**src/rtl/cdtmr_pkg.sv**
```systemverilog
package cdtmr_pkg;
  localparam int CTL_EN_BIT  = 7;
  localparam int CTL_PER_BIT = 6;
  localparam int CTL_SEL_BIT = 3;
  localparam int FR_EN_BIT   = 8;

  typedef enum logic [1:0] {
    REG_LOAD  = 2'd0,
    REG_VALUE = 2'd1,
    REG_CTRL  = 2'd2,
    REG_CLEAR = 2'd3
  } reg_sel_e;

  typedef struct packed {
    logic en;
    logic per;
    logic sel;
  } ctrl_t;

  function automatic logic [31:0] ctrl_to_word(ctrl_t c);
    logic [31:0] w;
    w = '0;
    w[CTL_EN_BIT]  = c.en;
    w[CTL_PER_BIT] = c.per;
    w[CTL_SEL_BIT] = c.sel;
    return w;
  endfunction
endpackage

```
**src/rtl/cdtmr_reload.sv**
```systemverilog
module cdtmr_reload
  import cdtmr_pkg::*;
#(
  parameter int W = 16
) (
  input  logic         clk,
  input  logic         rst_n,
  input  logic         tick_slow,
  input  logic         tick_fast,
  input  logic         ld_wr,
  input  logic [W-1:0] ld_data,
  input  logic         ctl_wr,
  input  ctrl_t        ctl_data,
  input  logic         clr_wr,
  output logic [W-1:0] load_q,
  output logic [W-1:0] count_q,
  output ctrl_t        ctrl_q,
  output logic         pend_q
);
  logic tick_sel;
  logic step;
  logic uf;
  logic ld_pend_q;

  function automatic logic [W-1:0] next_count(logic [W-1:0] cur, logic [W-1:0] ld,
                                              logic per, logic use_ld);
    if (use_ld)     return ld;
    if (cur == '0)  return per ? ld : '1;
    return cur - 1'b1;
  endfunction

  assign tick_sel = ctrl_q.sel ? tick_slow : tick_fast;
  assign step     = ctrl_q.en && tick_sel;
  assign uf       = step && !ld_pend_q && (count_q == '0);

  always_ff @(posedge clk) begin
    if (!rst_n) begin
      load_q    <= '0;
      count_q   <= '0;
      ctrl_q    <= '0;
      pend_q    <= 1'b0;
      ld_pend_q <= 1'b0;
    end else begin
      if (ctl_wr) ctrl_q <= ctl_data;
      if (ld_wr)  load_q <= ld_data;
      if (ld_wr && !ctrl_q.en)
        count_q <= ld_data;
      else if (step)
        count_q <= next_count(count_q, load_q, ctrl_q.per, ld_pend_q);
      if (ld_wr)
        ld_pend_q <= ctrl_q.en;
      else if (step)
        ld_pend_q <= 1'b0;
      if (uf)
        pend_q <= 1'b1;
      else if (clr_wr)
        pend_q <= 1'b0;
    end
  end

  AST_UF_SETS_PEND: assert property (@(posedge clk) disable iff (!rst_n)
    uf |=> pend_q);
  AST_PEND_STICKY: assert property (@(posedge clk) disable iff (!rst_n)
    pend_q && !clr_wr |=> pend_q);
  AST_CLR_DROPS: assert property (@(posedge clk) disable iff (!rst_n)
    clr_wr && !uf |=> !pend_q);
  AST_RELOAD: assert property (@(posedge clk) disable iff (!rst_n)
    uf && ctrl_q.per && !ld_wr |=> count_q == $past(load_q));
  AST_WRAP: assert property (@(posedge clk) disable iff (!rst_n)
    uf && !ctrl_q.per && !ld_wr |=> count_q == '1);
  AST_IDLE_HOLD: assert property (@(posedge clk) disable iff (!rst_n)
    !(ctrl_q.en && tick_sel) && !ld_wr |=> $stable(count_q));
  AST_LD_DEFER: assert property (@(posedge clk) disable iff (!rst_n)
    ld_wr && ctrl_q.en && !tick_sel |=> $stable(count_q));
  AST_LD_APPLY: assert property (@(posedge clk) disable iff (!rst_n)
    ld_pend_q && step && !ld_wr |=> count_q == $past(load_q));
endmodule

```
**src/rtl/cdtmr_freerun.sv**
```systemverilog
module cdtmr_freerun #(
  parameter int FW = 40
) (
  input  logic          clk,
  input  logic          rst_n,
  input  logic          tick,
  input  logic          en_wr,
  input  logic          en_bit,
  output logic          en_q,
  output logic [FW-1:0] cnt_q
);
  function automatic logic [FW-1:0] bump(logic [FW-1:0] v);
    return v + 1'b1;
  endfunction

  always_ff @(posedge clk) begin
    if (!rst_n) begin
      en_q  <= 1'b0;
      cnt_q <= '0;
    end else begin
      if (en_wr) en_q <= en_bit;
      if (!en_q)     cnt_q <= '0;
      else if (tick) cnt_q <= bump(cnt_q);
    end
  end

  AST_FR_INC: assert property (@(posedge clk) disable iff (!rst_n)
    en_q && tick |=> cnt_q == $past(cnt_q) + 1'b1);
  AST_FR_OFF_ZERO: assert property (@(posedge clk) disable iff (!rst_n)
    !en_q |=> cnt_q == '0);
  AST_FR_HOLD: assert property (@(posedge clk) disable iff (!rst_n)
    en_q && !tick |=> $stable(cnt_q));
endmodule

```
**src/rtl/cdtmr_bank.sv**
```systemverilog
module cdtmr_bank
  import cdtmr_pkg::*;
#(
  parameter int W_NARROW = 16,
  parameter int W_WIDE   = 32,
  parameter int FW       = 40,
  parameter int DW       = 32,
  parameter int AW       = 5,
  parameter int N_RLD    = 3
) (
  input  logic          clk,
  input  logic          rst_n,
  input  logic          tick_slow,
  input  logic          tick_fast,
  input  logic [AW-1:0] bus_addr,
  input  logic          bus_wen,
  input  logic [DW-1:0] bus_wdata,
  output logic [DW-1:0] bus_rdata,
  output logic [N_RLD-1:0] irq
);
  localparam int REG_BITS  = 2;
  localparam int UNIT_BITS = AW - REG_BITS;
  localparam int FR_UNIT   = N_RLD;
  localparam int HI_W      = FW - DW;

  logic [UNIT_BITS-1:0] unit;
  reg_sel_e             rsel;
  logic [DW-1:0]        load_ext  [N_RLD];
  logic [DW-1:0]        count_ext [N_RLD];
  logic [DW-1:0]        ctrl_ext  [N_RLD];
  ctrl_t                wr_ctrl;
  logic                 fr_en;
  logic [FW-1:0]        fr_cnt;
  logic                 fr_wr;

  assign unit    = bus_addr[AW-1:REG_BITS];
  assign rsel    = reg_sel_e'(bus_addr[REG_BITS-1:0]);
  assign wr_ctrl = '{en: bus_wdata[CTL_EN_BIT], per: bus_wdata[CTL_PER_BIT],
                     sel: bus_wdata[CTL_SEL_BIT]};

  for (genvar g = 0; g < N_RLD; g++) begin : g_rld
    localparam int W = (g == N_RLD - 1) ? W_WIDE : W_NARROW;
    logic         hit;
    logic [W-1:0] ld_w;
    logic [W-1:0] cnt_w;
    ctrl_t        ctl_w;

    assign hit = bus_wen && (unit == UNIT_BITS'(g));

    cdtmr_reload #(.W(W)) i_rld (
      .clk       (clk),
      .rst_n     (rst_n),
      .tick_slow (tick_slow),
      .tick_fast (tick_fast),
      .ld_wr     (hit && rsel == REG_LOAD),
      .ld_data   (bus_wdata[W-1:0]),
      .ctl_wr    (hit && rsel == REG_CTRL),
      .ctl_data  (wr_ctrl),
      .clr_wr    (hit && rsel == REG_CLEAR),
      .load_q    (ld_w),
      .count_q   (cnt_w),
      .ctrl_q    (ctl_w),
      .pend_q    (irq[g])
    );

    assign load_ext[g]  = DW'(ld_w);
    assign count_ext[g] = DW'(cnt_w);
    assign ctrl_ext[g]  = ctrl_to_word(ctl_w);
  end

  assign fr_wr = bus_wen && (unit == UNIT_BITS'(FR_UNIT)) && (rsel == REG_VALUE);

  cdtmr_freerun #(.FW(FW)) i_fr (
    .clk    (clk),
    .rst_n  (rst_n),
    .tick   (tick_fast),
    .en_wr  (fr_wr),
    .en_bit (bus_wdata[FR_EN_BIT]),
    .en_q   (fr_en),
    .cnt_q  (fr_cnt)
  );

  always_comb begin
    bus_rdata = '0;
    if (unit < UNIT_BITS'(N_RLD)) begin
      case (rsel)
        REG_LOAD:  bus_rdata = load_ext[unit[1:0]];
        REG_VALUE: bus_rdata = count_ext[unit[1:0]];
        REG_CTRL:  bus_rdata = ctrl_ext[unit[1:0]];
        default:   bus_rdata = '0;
      endcase
    end else if (unit == UNIT_BITS'(FR_UNIT)) begin
      if (rsel == REG_LOAD)
        bus_rdata = fr_cnt[DW-1:0];
      else if (rsel == REG_VALUE) begin
        bus_rdata[HI_W-1:0] = fr_cnt[FW-1:DW];
        bus_rdata[FR_EN_BIT] = fr_en;
      end
    end
  end

  AST_IRQ_RESET: assert property (@(posedge clk)
    $fell(rst_n) |=> irq == '0);
endmodule

```
**config.mk**
```make
export PLATFORM = sky130hd
export DESIGN_NAME = cdtmr_bank
export DESIGN_NICKNAME = d
export VERILOG_FILES = /design/src/rtl/cdtmr_pkg.sv /design/src/rtl/cdtmr_reload.sv /design/src/rtl/cdtmr_freerun.sv /design/src/rtl/cdtmr_bank.sv
export SDC_FILE = /design/constraint.sdc
export NUM_CORES = 1
export LEC_CHECK = 0
export BUFFER_PORTS_ARGS = -buffer_cell sky130_fd_sc_hd__buf_2
export CAP_MARGIN = 20
export CORE_MARGIN = 2
export CORE_UTILIZATION = 55
export DETAILED_ROUTE_END_ITERATION = 6
export PLACE_DENSITY_LB_ADDON = 0.08
export SLEW_MARGIN = 10
export SYNTH_ARGS = -nofsm -noshare
export SYNTH_HDL_FRONTEND = slang
export SYNTH_SLANG_ARGS = --single-unit
```
**constraint.sdc**
```tcl
create_clock -name clk -period 3.7 [get_ports clk]
set_input_delay 0.555 -clock clk [delete_from_list [all_inputs] [get_ports clk]]
set_output_delay 0.555 -clock clk [all_outputs]
set_load 0.05 [all_outputs]
```
# == Yosys cells after proc, flatten, opt, wreduce, memory -nomap -nowiden ==
# Index checks and enable logic that the tools add are counted.
# classes
reduce_logical,47
order_cmp,2
n_mux,78
eq_ne,6
add_sub_neg,4
n_bitwise,1
# op_table
cell,count
two-way mux 32 bit,15
two-way mux 16 bit,14
binary-select mux 32 bit (select 2 bit),3
one-hot mux 32 bit (3 select lines),1
two-way mux 1 bit,42
adder 40 x 1 -> 40 bit (second input constant),1
logical NOT 16 bit,2
logical NOT 32 bit,1
subtractor 16 x 1 -> 16 bit (second input constant),2
subtractor 32 x 1 -> 32 bit (second input constant),1
logical AND 1 bit,26
two-way mux 23 bit,1
two-way mux 9 bit,2
nonzero test 2 bit,9
equality test 3 x 2 -> 1 bit (second input constant),2
logical NOT 1 bit,6
equality test 2 bit (second input constant),2
equality test 3 x 1 -> 1 bit (second input constant),1
greater-or-equal comparator 3 bit (second input constant),1
logical NOT 3 bit,1
less-than comparator 3 x 2 -> 1 bit (second input constant),1
NOT 2 -> 3 bit,1
equality test 2 x 1 -> 1 bit (second input constant),1
logical NOT 2 bit,1
AND reduction 2 bit,1
# word_totals
output_inout_bits,35
inputBits,42
reg_bits,184
elab_cells,161

# == Depth between registers and ports, before layout ==
# depth
ltp_word,14
ltp_mapped,9
mapped_depth_nobuf,7

# == By module ==
# From an unflattened synthesis, not the netlist that was laid out.
# hier_totals
hier_cells,1403
area_unflattened_um2,11767.5
# modules_own_cells
module,seq_area_each_um2,instances,cells_each,area_per_inst_um2
cdtmr_reload (g_rld[0].i_rld ...),740.7,2,240,2048.2
cdtmr_reload (g_rld[2].i_rld),1381.3,1,487,4022.6
cdtmr_freerun,820.8,1,235,2015.7
cdtmr_bank,0.0,1,201,1632.8

# == Worst setup path before layout ==
# Ideal clock, no wire load.
# synth_timing
path_type,in2out
start,input port bus_addr[2]
end,output port bus_rdata[21]
t_arrival_ns,2.882
required_ns,3.145
path_buffers,2
path_stages,6
path_slack_ns,0.263
cell_sequence,clkbuf_1 nand2b_1 nor3_1 clkbuf_1 a22oi_1 o21ai_0
# synth_via
elab_chain_len,6
word_cells_on_any_way,15
cone_classes,order compare: 1; eq/ne: 1; mux: 12; bitwise: 1
# synth_rtl
element,line,text
from (decl),cdtmr_bank.sv:15,"input logic [AW-1:0] bus_addr,"
NOT 2 -> 3 bit (not written as such),"cdtmr_bank.sv:87, cdtmr_bank.sv:88, cdtmr_bank.sv:89",
"binary-select mux 32 bit (select 2 bit), on equally long branches","cdtmr_bank.sv:89, cdtmr_bank.sv:87, cdtmr_bank.sv:88",
"two-way mux 32 bit, on equally long branches (2 in a row)","cdtmr_bank.sv:89, cdtmr_bank.sv:87, cdtmr_bank.sv:88",
one-hot mux 32 bit (3 select lines),cdtmr_bank.sv:86,case (rsel)
two-way mux 32 bit (*),cdtmr_bank.sv:85,if (unit < UNIT_BITS'(N_RLD)) begin
to (decl),cdtmr_bank.sv:18,"output logic [DW-1:0] bus_rdata,"
# Mark *: on every way between the ends. The rest lies on a longest branch, timed or not. The select of a mux whose other input is x is not followed.

# == Worst setup path in the final report ==
# layout_timing
start,input port bus_addr[3]
end,output port bus_rdata[7]
# Same word-level chain as after synthesis.

==> out/qor.yml <==
grt_pass1_vias: 10753
grt_max_degree: 51
area_delta_synth_final_pct: 10.09
drc: 0
crit_required_ps: 3140
final.setup_skew_ps: 14.88
whs_ps: 361.6
gr-total-overflow: 0
die_y_um: 146.1
drive_gt1_frac: 0.1241
num_vias: 11651
ant_nets: 0
gr-usage-all-layers: 0.3699
port_buffers: 76
fin_cells: 1740
cts_setup_buffers: 0
num_rows: 51
wl_um: 40730
grt-busiest-layer: "met2"
hpwl_um: 29270
syn_area_per_cell_um2: 7.635
synth_edf_count: 0
gp_congestion: 1.073
syn_area_mm2: 0.01111
start_kind: "input pin"
root_buffer: "clkbuf_16"
synth_common_cells: "nand2_1, dfxtp_1, a21oi_1, clkbuf_1, nor2_1"
outcome: "finished clean"
num_io_pins: 77
cts.clk_slew.worst_paths_ps: 70
holdCritPathClass: "input pin to flip-flop"
powerDensity_mw_per_mm2: 367.5
async_flop_share: 0
placedCellCount: 1708
wl_per_cell_um: 23.41
ys_warn_count: 0
grt.met2_usage: 0.5802
syn-num-nets: 1504
tns_ps: 0
final_hold_viol_count: 0
synth.most_common_cell: "nand2_1"
crit_fanout: 26
hold-path-cell-count: 3
synthTopCellsByArea: "dfxtp_1, nand2_1, a21oi_1"
min_period_ps: 3105
cts_tree: "done"
antenna_cells: 0
ys_seq_area_frac: 0.3316
vias_per_cell: 6.696
firstDrtPassIters: 7
drtIter0Drc: 1214
slew_violations: 0
finish.utilization: 0.6223
min_period_over_period: 0.8392
clk_latency_ps: 440
slew_headroom: 0.3364
yosysTopAreaCell: "dfxtp_1"
crit_path_end_kind: "output port"
grt_pass1_wl_um: 62110
finalNetCount: 1511
initial_utilization: 0.5653
yosysTopAreaCellShare: 0.3316
max_cap_violations: 0
use_met3: 0.04281
leakagePower_nw: 4.162
crit_arrival_ps: 2550
die_w_um: 146.1
dieArea_mm2: 0.02135
peakVddDrop_mv: 0.2815
cts_sinks: 184
worst_pin_slew_ps: 991.7
r2r_cells: 5
path_class: "input pin to output port"
core_area_mm2: 0.01965
rsz0062_at_grt: "false"
ys_ff_latch: 184
htreeDepth: 4
cts_made_buffers: 17
synth_top_flop_cell: "dfxtp_1"
ctsHoldBuffers: 0
fill_cells: 1876
syn_inst: 1455
grt_use_met1: 0.4950
antenna_found_initial: 0
post_cts_resized: 0
clockBufferDepth: 2
setup_viol: 0
maxClockFrequency_mhz: 322.0
ys_types: 75
[per-layer routing]
layer / vias to the layer above / wire length, um
met4: 0 / 2355
met3: 107 / 2891
met1: 5512 / 17030
met5: - / 0
met2: 602 / 18450
li1: 5430 / -
[final cells by class]
class	count	area [um^2]	share of cell area
clock buffer	21	450.4	0.03683
clock inverter	11	116.4	0.009514
inverter	22	85.08	0.006957
multi-input combinational	1121	6858	0.5607
sequential	184	3684	0.3012
tap	265	331.6	0.02711
timing repair buffer	116	705.7	0.05770
[registers in the layout (all words and copies together) (netlist names)]
| name | flops |
|---|---|
| g_rld.i_rld.pend_q | 3 |
| i_fr.en_q | 1 |
| g_rld.i_rld.ctrl_q | 9 |
| g_rld.i_rld.ld_pend_q | 3 |
| g_rld.i_rld.count_q | 64 |
| i_fr.cnt_q | 40 |
| g_rld.i_rld.load_q | 64 |
[worst max-delay path, stage by stage]
cell and delay, ps:
buf_2 550, buf_12 270, mux2_2 380, a22oi_1 150, a211oi_1 90, a21oi_1 170
o22ai_1 120, buf_2 240
[worst paths after layout]
path / startpoint / end / slack, ps
min reg2reg: g_rld[2].i_rld.load_q[11] / g_rld[2].i_rld.load_q[11] / 480
max: bus_addr[3] / bus_rdata[7] / 590
min: bus_wdata[23] / g_rld[2].i_rld.load_q[23] / 360
max reg2reg: g_rld[2].i_rld.count_q[15] / g_rld[2].i_rld.count_q[2] / 650
[placed cells by master, fill, tap and decap left out, drive strengths merged, types with 8 or more instances in the layout]
master | synthesis | routed
or3 | 13 | 13
and2 | 8 | 8
xnor2 | 35 | 35
a311oi | 8 | 8
xor2 | 23 | 23
a221oi | 24 | 24
dfxtp | 184 | 184
nor3 | 37 | 37
nand2 | 233 | 233
nor2 | 87 | 87
nor2b | 14 | 14
buf | 19 | 116
inv | 21 | 24
clkbuf | 109 | 21
a21oi | 140 | 140
o31ai | 12 | 12
and3 | 17 | 17
o21ai | 66 | 66
o32ai | 18 | 18
nand3 | 32 | 32
o31a | 12 | 12
or4 | 13 | 13
o22ai | 24 | 24
a22oi | 54 | 54
nand4 | 30 | 30
mux2i | 43 | 43
mux2 | 12 | 12
o221ai | 24 | 24
nor4 | 39 | 39
a211oi | 8 | 8
[kinds of logic after synthesis]
group	count (synthesis)	share of synthesized area
simple gates	569	0.2533
compound gates	432	0.2561
flops	184	0.3316
buf+inv	150	0.05451
xor+xnor	58	0.04573
mux	55	0.05091
fa+ha+maj	7	0.007883
[power by group]
part | switching (W) | total, W | internal (W)
clock network | 0.000846 | 0.00181 | 0.000960
logic | 0.000427 | 0.000651 | 0.000224
registers | 0.0000393 | 0.00204 | 0.00200
[stage by stage]
step / total power [W] / setup slack [ps] / cell area (um^2)
3_5_place_dp: 0.002715 / 649.3 / 11660
3_3_place_gp: 0.002709 / 670.7 / 11660
6_report: 0.004495 / 594.8 / 12230
5_1_grt: 0.004625 / 446.0 / 12230
2_1_floorplan: 0.002524 / 262.7 / 11110
4_1_cts: 0.004485 / 665.5 / 12230
(Power assumes the default switching activity.)
